==> src/rtl/nand_erase_pkg.sv <==
package nand_erase_pkg;
  localparam logic [7:0] OP_ERASE_SETUP = 8'h60;
  localparam logic [7:0] OP_ERASE_GO    = 8'hD0;
  localparam logic [7:0] OP_READ_STATUS = 8'h70;
  localparam logic [7:0] OP_RESET       = 8'hFF;

  typedef enum logic [1:0] {SEQ_IDLE, SEQ_ADDR, SEQ_CONF} seq_e;
  typedef enum logic [1:0] {OPK_NONE, OPK_ERASE, OPK_RESET} opk_e;
endpackage

==> src/rtl/nec_cmd_seq.sv <==
module nec_cmd_seq
  import nand_erase_pkg::*;
#(
  parameter int ADDR_CYCLES = 2,
  parameter int PAGE_BITS   = 2,
  parameter int BLK_BITS    = 2
) (
  input  logic                clk,
  input  logic                rst,
  input  logic                wr_en,
  input  logic                cle,
  input  logic                ale,
  input  logic [7:0]          din,
  input  logic                busy,
  output logic                erase_go,
  output logic                rst_go,
  output logic                stat_mode,
  output logic [BLK_BITS-1:0] blk_sel
);
  localparam int ROW_W = 8 * ADDR_CYCLES;
  localparam int ACW   = $clog2(ADDR_CYCLES + 1);

  seq_e             seq_q;
  logic [ACW-1:0]   acnt_q;
  logic [ROW_W-1:0] row_q;
  logic             fresh_q;
  logic             stat_q;
  logic             cmd_ev, adr_ev, cmd_ok;
  logic             unused_row;

  assign cmd_ev    = wr_en && cle && !ale;
  assign adr_ev    = wr_en && ale && !cle;
  assign cmd_ok    = cmd_ev && !busy && (din != OP_RESET);
  assign rst_go    = cmd_ev && (din == OP_RESET) && !fresh_q;
  assign erase_go  = cmd_ok && (seq_q == SEQ_CONF) && (din == OP_ERASE_GO);
  assign blk_sel   = row_q[PAGE_BITS +: BLK_BITS];
  assign stat_mode = stat_q;
  assign unused_row = ^row_q;

  always_ff @(posedge clk) begin
    if (rst) begin
      seq_q   <= SEQ_IDLE;
      acnt_q  <= '0;
      row_q   <= '0;
      fresh_q <= 1'b1;
      stat_q  <= 1'b0;
    end else if (rst_go) begin
      seq_q   <= SEQ_IDLE;
      stat_q  <= 1'b0;
      fresh_q <= 1'b1;
    end else if (cmd_ev && din == OP_READ_STATUS) begin
      stat_q <= 1'b1;
      if (!busy) seq_q <= SEQ_IDLE;
    end else if (cmd_ok) begin
      stat_q <= 1'b0;
      if (din == OP_ERASE_SETUP) begin
        seq_q   <= SEQ_ADDR;
        acnt_q  <= '0;
        row_q   <= '0;
        fresh_q <= 1'b0;
      end else begin
        seq_q <= SEQ_IDLE;
      end
    end else if (adr_ev && !busy && seq_q == SEQ_ADDR) begin
      row_q[{acnt_q, 3'b000} +: 8] <= din;
      acnt_q <= acnt_q + 1'b1;
      if (acnt_q == ACW'(ADDR_CYCLES - 1)) seq_q <= SEQ_CONF;
    end
  end

  // the last address byte moves the sequence to confirm
  p_addr_to_conf_r1: assert property (@(posedge clk) disable iff (rst)
    (seq_q == SEQ_ADDR && adr_ev && !busy && acnt_q == ACW'(ADDR_CYCLES - 1))
      |=> seq_q == SEQ_CONF);

  // a filtered command while busy leaves the interface untouched
  p_busy_ignore_r5: assert property (@(posedge clk) disable iff (rst)
    (busy && cmd_ev && din != OP_RESET && din != OP_READ_STATUS)
      |=> ($stable(seq_q) && $stable(stat_q) && $stable(fresh_q)));

  // a reset in the reset state keeps that state
  p_fresh_keeps_r10: assert property (@(posedge clk) disable iff (rst)
    (fresh_q && cmd_ev && din == OP_RESET) |=> (fresh_q && seq_q == SEQ_IDLE));
endmodule

==> src/rtl/nec_op_timer.sv <==
module nec_op_timer
  import nand_erase_pkg::*;
#(
  parameter int BLK_BITS         = 2,
  parameter int WORDS_PER_BLOCK  = 8,
  parameter int ERASE_CYCLES     = 40,
  parameter int RST_IDLE_CYCLES  = 3,
  parameter int RST_ABORT_CYCLES = 12
) (
  input  logic                 clk,
  input  logic                 rst,
  input  logic                 erase_go,
  input  logic                 rst_go,
  input  logic [BLK_BITS-1:0]  blk_in,
  input  logic                 fail_in,
  output logic                 busy,
  output logic                 rb_n,
  output logic                 ers_we,
  output logic [BLK_BITS+$clog2(WORDS_PER_BLOCK)-1:0] ers_addr,
  output logic                 ers_done,
  output logic                 ers_fail
);
  localparam int WORD_BITS = $clog2(WORDS_PER_BLOCK);
  localparam int MAX_A = (ERASE_CYCLES > RST_ABORT_CYCLES) ? ERASE_CYCLES : RST_ABORT_CYCLES;
  localparam int MAX_C = (MAX_A > RST_IDLE_CYCLES) ? MAX_A : RST_IDLE_CYCLES;
  localparam int CNT_W = $clog2(MAX_C + 1);
  localparam logic [WORD_BITS:0] WEND = WORD_BITS'(WORDS_PER_BLOCK - 1) + 1'b1;

  opk_e                kind_q;
  logic [CNT_W-1:0]    cnt_q;
  logic [WORD_BITS:0]  widx_q;
  logic [BLK_BITS-1:0] blk_q;
  logic                fail_q;
  logic                rb_q;
  logic                last;

  assign busy     = (kind_q != OPK_NONE);
  assign rb_n     = rb_q;
  assign last     = (cnt_q == CNT_W'(1));
  assign ers_we   = (kind_q == OPK_ERASE) && !fail_q && (widx_q < WEND);
  assign ers_addr = {blk_q, widx_q[WORD_BITS-1:0]};
  assign ers_done = (kind_q == OPK_ERASE) && last;
  assign ers_fail = fail_q;

  always_ff @(posedge clk) begin
    if (rst) begin
      kind_q <= OPK_NONE;
      cnt_q  <= '0;
      widx_q <= '0;
      blk_q  <= '0;
      fail_q <= 1'b0;
      rb_q   <= 1'b1;
    end else if (rst_go) begin
      kind_q <= OPK_RESET;
      cnt_q  <= (kind_q == OPK_ERASE) ? CNT_W'(RST_ABORT_CYCLES) : CNT_W'(RST_IDLE_CYCLES);
      rb_q   <= 1'b0;
    end else if (erase_go) begin
      kind_q <= OPK_ERASE;
      cnt_q  <= CNT_W'(ERASE_CYCLES);
      widx_q <= '0;
      blk_q  <= blk_in;
      fail_q <= fail_in;
      rb_q   <= 1'b0;
    end else if (kind_q != OPK_NONE) begin
      cnt_q <= cnt_q - 1'b1;
      if (widx_q < WEND) widx_q <= widx_q + 1'b1;
      if (last) begin
        kind_q <= OPK_NONE;
        rb_q   <= 1'b1;
      end
    end
  end

  // the confirm edge makes the device busy
  p_go_busy_r1: assert property (@(posedge clk) disable iff (rst)
    erase_go |=> (!rb_q && busy));

  // the last erase cycle returns ready
  p_end_ready_r2: assert property (@(posedge clk) disable iff (rst)
    (kind_q == OPK_ERASE && last && !rst_go) |=> (rb_q && !busy));

  // an abort loads the long reset time
  p_abort_len_r9: assert property (@(posedge clk) disable iff (rst)
    (rst_go && kind_q == OPK_ERASE) |=> (cnt_q == CNT_W'(RST_ABORT_CYCLES) && !rb_q));
endmodule

==> src/rtl/nec_block_store.sv <==
module nec_block_store #(
  parameter int DATA_W = 8,
  parameter int AW     = 5
) (
  input  logic              clk,
  input  logic              ers_we,
  input  logic [AW-1:0]     ers_addr,
  input  logic              host_we,
  input  logic [AW-1:0]     host_addr,
  input  logic [DATA_W-1:0] host_wdata,
  output logic [DATA_W-1:0] host_rdata
);
  localparam int DEPTH = 1 << AW;

  logic [DATA_W-1:0] mem [DEPTH];
  logic              we;
  logic [AW-1:0]     waddr;
  logic [DATA_W-1:0] wdata;

  // single write port, erase has priority over the host
  assign we    = ers_we || host_we;
  assign waddr = ers_we ? ers_addr : host_addr;
  assign wdata = ers_we ? '1 : host_wdata;

  always_ff @(posedge clk) begin
    if (we) mem[waddr] <= wdata;
    host_rdata <= mem[host_addr];
  end
endmodule

==> src/rtl/nand_erase_ctl.sv <==
module nand_erase_ctl
  import nand_erase_pkg::*;
#(
  parameter int NUM_BLOCKS       = 4,
  parameter int PAGES_PER_BLOCK  = 4,
  parameter int WORDS_PER_BLOCK  = 8,
  parameter int ADDR_CYCLES      = 2,
  parameter int ERASE_CYCLES     = 40,
  parameter int RST_IDLE_CYCLES  = 3,
  parameter int RST_ABORT_CYCLES = 12,
  localparam int BLK_BITS  = $clog2(NUM_BLOCKS),
  localparam int WORD_BITS = $clog2(WORDS_PER_BLOCK),
  localparam int AW        = BLK_BITS + WORD_BITS
) (
  input  logic                  clk,
  input  logic                  rst,
  input  logic                  io_we,
  input  logic                  io_cle,
  input  logic                  io_ale,
  input  logic [7:0]            io_din,
  input  logic                  io_rd,
  output logic [7:0]            io_dout,
  output logic                  rb_n,
  input  logic [NUM_BLOCKS-1:0] blk_lock,
  input  logic                  arr_we,
  input  logic [AW-1:0]         arr_addr,
  input  logic [7:0]            arr_wdata,
  output logic [7:0]            arr_rdata
);
  localparam int PAGE_BITS = $clog2(PAGES_PER_BLOCK);

  logic                erase_go, rst_go, stat_mode, busy;
  logic [BLK_BITS-1:0] blk_sel;
  logic                ers_we, ers_done, ers_fail;
  logic [AW-1:0]       ers_addr;
  logic                fail_q;
  logic [7:0]          dout_q;

  nec_cmd_seq #(
    .ADDR_CYCLES(ADDR_CYCLES), .PAGE_BITS(PAGE_BITS), .BLK_BITS(BLK_BITS)
  ) i_seq (
    .clk(clk), .rst(rst), .wr_en(io_we), .cle(io_cle), .ale(io_ale),
    .din(io_din), .busy(busy), .erase_go(erase_go), .rst_go(rst_go),
    .stat_mode(stat_mode), .blk_sel(blk_sel)
  );

  nec_op_timer #(
    .BLK_BITS(BLK_BITS), .WORDS_PER_BLOCK(WORDS_PER_BLOCK),
    .ERASE_CYCLES(ERASE_CYCLES), .RST_IDLE_CYCLES(RST_IDLE_CYCLES),
    .RST_ABORT_CYCLES(RST_ABORT_CYCLES)
  ) i_timer (
    .clk(clk), .rst(rst), .erase_go(erase_go), .rst_go(rst_go),
    .blk_in(blk_sel), .fail_in(blk_lock[blk_sel]), .busy(busy), .rb_n(rb_n),
    .ers_we(ers_we), .ers_addr(ers_addr), .ers_done(ers_done), .ers_fail(ers_fail)
  );

  nec_block_store #(.DATA_W(8), .AW(AW)) i_store (
    .clk(clk), .ers_we(ers_we), .ers_addr(ers_addr), .host_we(arr_we),
    .host_addr(arr_addr), .host_wdata(arr_wdata), .host_rdata(arr_rdata)
  );

  always_ff @(posedge clk) begin
    if (rst) begin
      fail_q <= 1'b0;
      dout_q <= '0;
    end else begin
      if (rst_go || erase_go) fail_q <= 1'b0;
      else if (ers_done)      fail_q <= ers_fail;
      if (io_rd) dout_q <= stat_mode ? {1'b0, rb_n, 5'b00000, fail_q} : 8'h00;
    end
  end

  assign io_dout = dout_q;

  // a status read reports readiness in bit 6
  p_status_ready_r6: assert property (@(posedge clk) disable iff (rst)
    (io_rd && stat_mode) |=> (io_dout[6] == $past(rb_n) && io_dout[5:1] == 5'b0));

  // a locked erase never writes the store
  p_lock_no_write_r7: assert property (@(posedge clk) disable iff (rst)
    (erase_go && blk_lock[blk_sel]) |=> !ers_we);
endmodule

==> config.mk <==
export PLATFORM = sky130hd
export DESIGN_NAME = nand_erase_ctl
export DESIGN_NICKNAME = d
export VERILOG_FILES = /design/src/rtl/nand_erase_pkg.sv /design/src/rtl/nec_cmd_seq.sv /design/src/rtl/nec_op_timer.sv /design/src/rtl/nec_block_store.sv /design/src/rtl/nand_erase_ctl.sv
export SDC_FILE = /design/constraint.sdc
export NUM_CORES = 1
export LEC_CHECK = 0
export BUFFER_PORTS_ARGS = -buffer_cell sky130_fd_sc_hd__buf_2
export CAP_MARGIN = 20
export CORE_MARGIN = 1
export CORE_UTILIZATION = 40
export CTS_CLUSTER_SIZE = 16
export DETAILED_ROUTE_END_ITERATION = 16
export REMOVE_ABC_BUFFERS = 1
export SETUP_SLACK_MARGIN = 0.02
export SLEW_MARGIN = 30
export SYNTH_ARGS = -nofsm -noshare
export SYNTH_HDL_FRONTEND = slang
export SYNTH_SLANG_ARGS = --single-unit
==> constraint.sdc <==
create_clock -name clk -period 2.62 [get_ports clk]
set_input_delay 0 -clock clk [delete_from_list [all_inputs] [get_ports clk]]
set_output_delay 0 -clock clk [all_outputs]
set_load 0.01 [all_outputs]
==> run summary <==
## Cells and area
• **n_diodes** 0
• **number of filler cells placed in the layout** 2400
• **number of nets in the finished design** 795
• **post-route cell area** 0.0137 mm²
• **proportion of layout cells with a drive suffix above 1** 28.0%
• **number of cells in the finished layout apart from fillers** 1162
• **signed area change from the synthesized netlist to the final layout** 17.0%

## Worst setup path
• **highest fanout seen on the critical path** 9
• **category of the worst setup path capture point** register
• **Register-to-Register Path Depth** 7
• **Arrival @ worst endpoint** 2990 ps
• **data required time of the critical path** 3100 ps
• **category of the critical setup timing path** reg -> reg
• **r2r setup slk** 110 ps
• **startpoint type of the worst setup path** register

## Timing
• **RSZ-0062 raised after global routing** yes
• **worst clock skew on the final layout** 21.6 ps
• **Max-Slew Margin vs Limit** 46.6%
• **fmax** 0.399 GHz
• **Hold Fails Final Rpt** 0
• **worst hold margin** 61.3 ps
• **total of endpoints with negative setup slack in the final report** 0
• **worst setup margin** 111 ps
• **fraction of the cycle the final worst path needs** 95.8%
• **minimum clock period** 2510 ps
• **count of final max-slew check failures** 0
• **transition time at the pin with the least slew margin** 798 ps

## Place
• **Port Buffers** 42
• **cell area after placement** 0.0126 mm²
• **final estimated routing congestion in global placement** 0.907
• **number of cells after detailed placement** 1093
• **HPWL Detailed** 17.6 mm
• **post-placement setup slack** 162 ps

## Clock network
• **buffers inserted during post-CTS setup optimization** 0
• **TritonCTS clock tree** done
• **clk sinks** 291
• **number of buffers added by the clock tree synthesis step** 29
• **number of buffers between clock root and the deepest sink** 3
• **clock root buffer** sky130_fd_sc_hd__clkbuf_16
• **CTS clock-pin slew for the worst setup and hold paths** 60 ps
• **H-tree depth** 1
• **clock insertion delay at the later pin of the skew report** 560 ps

## Global route
• **vias in the first global route** 6721
• **global-route congestion overflow total** 0
• **antenna violations before repair** 0
• **first-pass GRT wire length** 41.0 mm
• **largest net degree at the start of global routing** 59
• **global router's overall resource usage** 18.1%

## Routing
• **detailed-route DRC error count** 0
• **detailed-routing iteration count for the pre-antenna-repair pass** 7
• **average wire length per cell after detail routing** 22.9 µm
• **drt first-iter violations** 803
• **DRT Wirelength** 26.6 mm
• **routed vias** 6545
• **DRT antenna net count** 0
• **detailed-route vias per instance** 5.63

## Outcome
• **result of the run** finished, final reports clean

## Logic synthesis
• **number of enable flip-flop cells after synthesis** 256
• **flip-flop cell with the highest count after synthesis** sky130_fd_sc_hd__edfxtp_1
• **fraction of registers with async set/reset** 0%
• **area share of the largest cell type after synthesis** 65.6%
• **register area share after synthesis** 71.6%
• **cell with the most instances after synthesis** sky130_fd_sc_hd__edfxtp_1
• **Post-Syn Area per Cell** 17.8 µm²
• **number of warning messages in the yosys log** 0
• **number of synthesized register bits** 291
• **dominant cell type by area after synthesis** sky130_fd_sc_hd__edfxtp_1
• **Netlist Area Pre-Place** 0.0117 mm²
• **count of mapped cells out of synthesis** 659
• **count of cell types in the netlist** 61
• **cells taking the most area after synthesis** sky130_fd_sc_hd__edfxtp_1, sky130_fd_sc_hd__mux4_2, sky130_fd_sc_hd__dfxtp_1
• **top cells by instance count after synthesis** sky130_fd_sc_hd__edfxtp_1, sky130_fd_sc_hd__mux4_2, sky130_fd_sc_hd__nor2_1

## Floorplanning
• **area of the die** 0.0300 mm²
• **count of standard-cell rows** 62
• **num ports** 49
• **die outline height** 173 µm
• **floorplan core area** 0.0288 mm²
• **Initial Util** 40.7%
• **x dimension of the die** 173 µm

## Run
• **reported max-cap violation count** 0

## Pwr
• **worst supply voltage drop on vdd** 0.464 mV
• **Static Leak** 4.41 nW
• **PD cells** 709 mW/mm²

## Hold path
• **number of cells on the worst hold path** 4
• **class of the worst hold path** in -> reg

layout by cell type (no fill, tap or decap), drive strengths merged, types with 3 or more instances in the layout:
master	instances
nor3b	4
or2	10
clkbuf	36
nand2b	7
a21oi	18
or3b	3
nand4	7
inv	9
ha	6
buf	84
o31ai	4
nor2	39
clkinv	10
nand2	20
o211ai	5
nor4	12
mux4	65
o22ai	32
nor3	10
a31oi	5
o21ai	12
o2111ai	5
dfxtp	35
nand3b	4
edfxtp	256
mux2i	5
dlygate4sd3	17
conb	6
bufinv	3
nand3	14
where the power goes:
part	internal, mW	total, mW	switching (mW)
combinational	0.201	0.501	0.300
sequential	5.09	5.10	0.0106
clock	2.39	4.11	1.72
total	7.68	9.71	2.03
per-layer routing:
layer | routed length, µm | global-route usage (%) | vias to the layer above
met4 | 604 | 4.46 | 0
met5 | 0 | 0 | -
met3 | 1920 | 2.88 | 44
met1 | 11400 | 25.9 | 3319
li1 | - | - | 2890
met2 | 12600 | 29.2 | 292
flip-flops by register name, indices dropped and copies added (netlist names):
name                cells
i_store.mem           256
i_store.host_rdata      8
i_timer.blk_q           2
fail_q                  1
i_timer.widx_q          4
i_seq.seq_q             2
io_dout                 2
i_seq.row_q             2
i_timer.rb_n            1
i_timer.cnt_q           6
i_seq.stat_mode         1
i_seq.acnt_q            2
i_timer.ers_fail        1
i_timer.kind_q          2
i_seq.fresh_q           1
worst max-delay path, cell delays in order, from the launching register on:
cell and delay (ps):
sky130_fd_sc_hd__dfxtp_1 330, sky130_fd_sc_hd__buf_4 170, sky130_fd_sc_hd__nor2_1 350, sky130_fd_sc_hd__buf_4 240, sky130_fd_sc_hd__nand4_1 90, sky130_fd_sc_hd__dlygate4sd3_1 580
sky130_fd_sc_hd__a21oi_1 120, sky130_fd_sc_hd__dlygate4sd3_1 560
through the flow:
| step | util [%] | TNS [ps] | total power [mW] |
|---|---|---|---|
| 3_3_place_gp | 43.7 | 0 | 5.68 |
| 5_1_grt | 47.6 | 0 | 9.99 |
| 4_1_cts | 47.6 | 0 | 9.78 |
| 6_report | 47.6 | 0 | 9.71 |
| 2_1_floorplan | - | -44750 | 5.43 |
| 3_5_place_dp | 43.7 | 0 | 5.69 |
layout make-up:
cell class | instances | area (µm²) | area share [%]
clock buffers | 36 | 772 | 5.63
multi-input cells | 326 | 3100 | 22.6
inverters | 8 | 30.0 | 0.219
well taps | 384 | 480 | 3.51
repair buffers | 101 | 761 | 5.55
flip-flops and latches | 291 | 8390 | 61.2
clock inverters | 16 | 176 | 1.29
what timing repair did:
| item | CTS | global route |
|---|---|---|
| resized for setup | 0 | 1 |
| hold buffers | 17 | 0 |
| endpoints found under the setup margin | 0 | 8 |
| endpoints found under the hold margin | 23 | 0 |
final timing paths:
check	from	to
worst max-delay path	i_timer.kind_q[1]	i_seq.acnt_q[0]
worst min-delay path	blk_lock[2]	i_timer.ers_fail
worst max register to register	i_timer.kind_q[1]	i_seq.acnt_q[0]
worst min register to register	i_seq.fresh_q	i_seq.fresh_q
cells by family (layout without fill, tap and decap cells):
family          count (synthesis)  after routing  synth area share (%)
other cells                     1              6                0.0320
mux                            71             71                  13.0
flops                         291            291                  71.6
compound gates                 93             93                  5.18
buf+inv                        47            161                  2.24
simple gates                  148            148                  7.14
fa+ha+maj                       6              6                 0.641
xor+xnor                        2              2                 0.150
(Power assumes the default switching activity.)
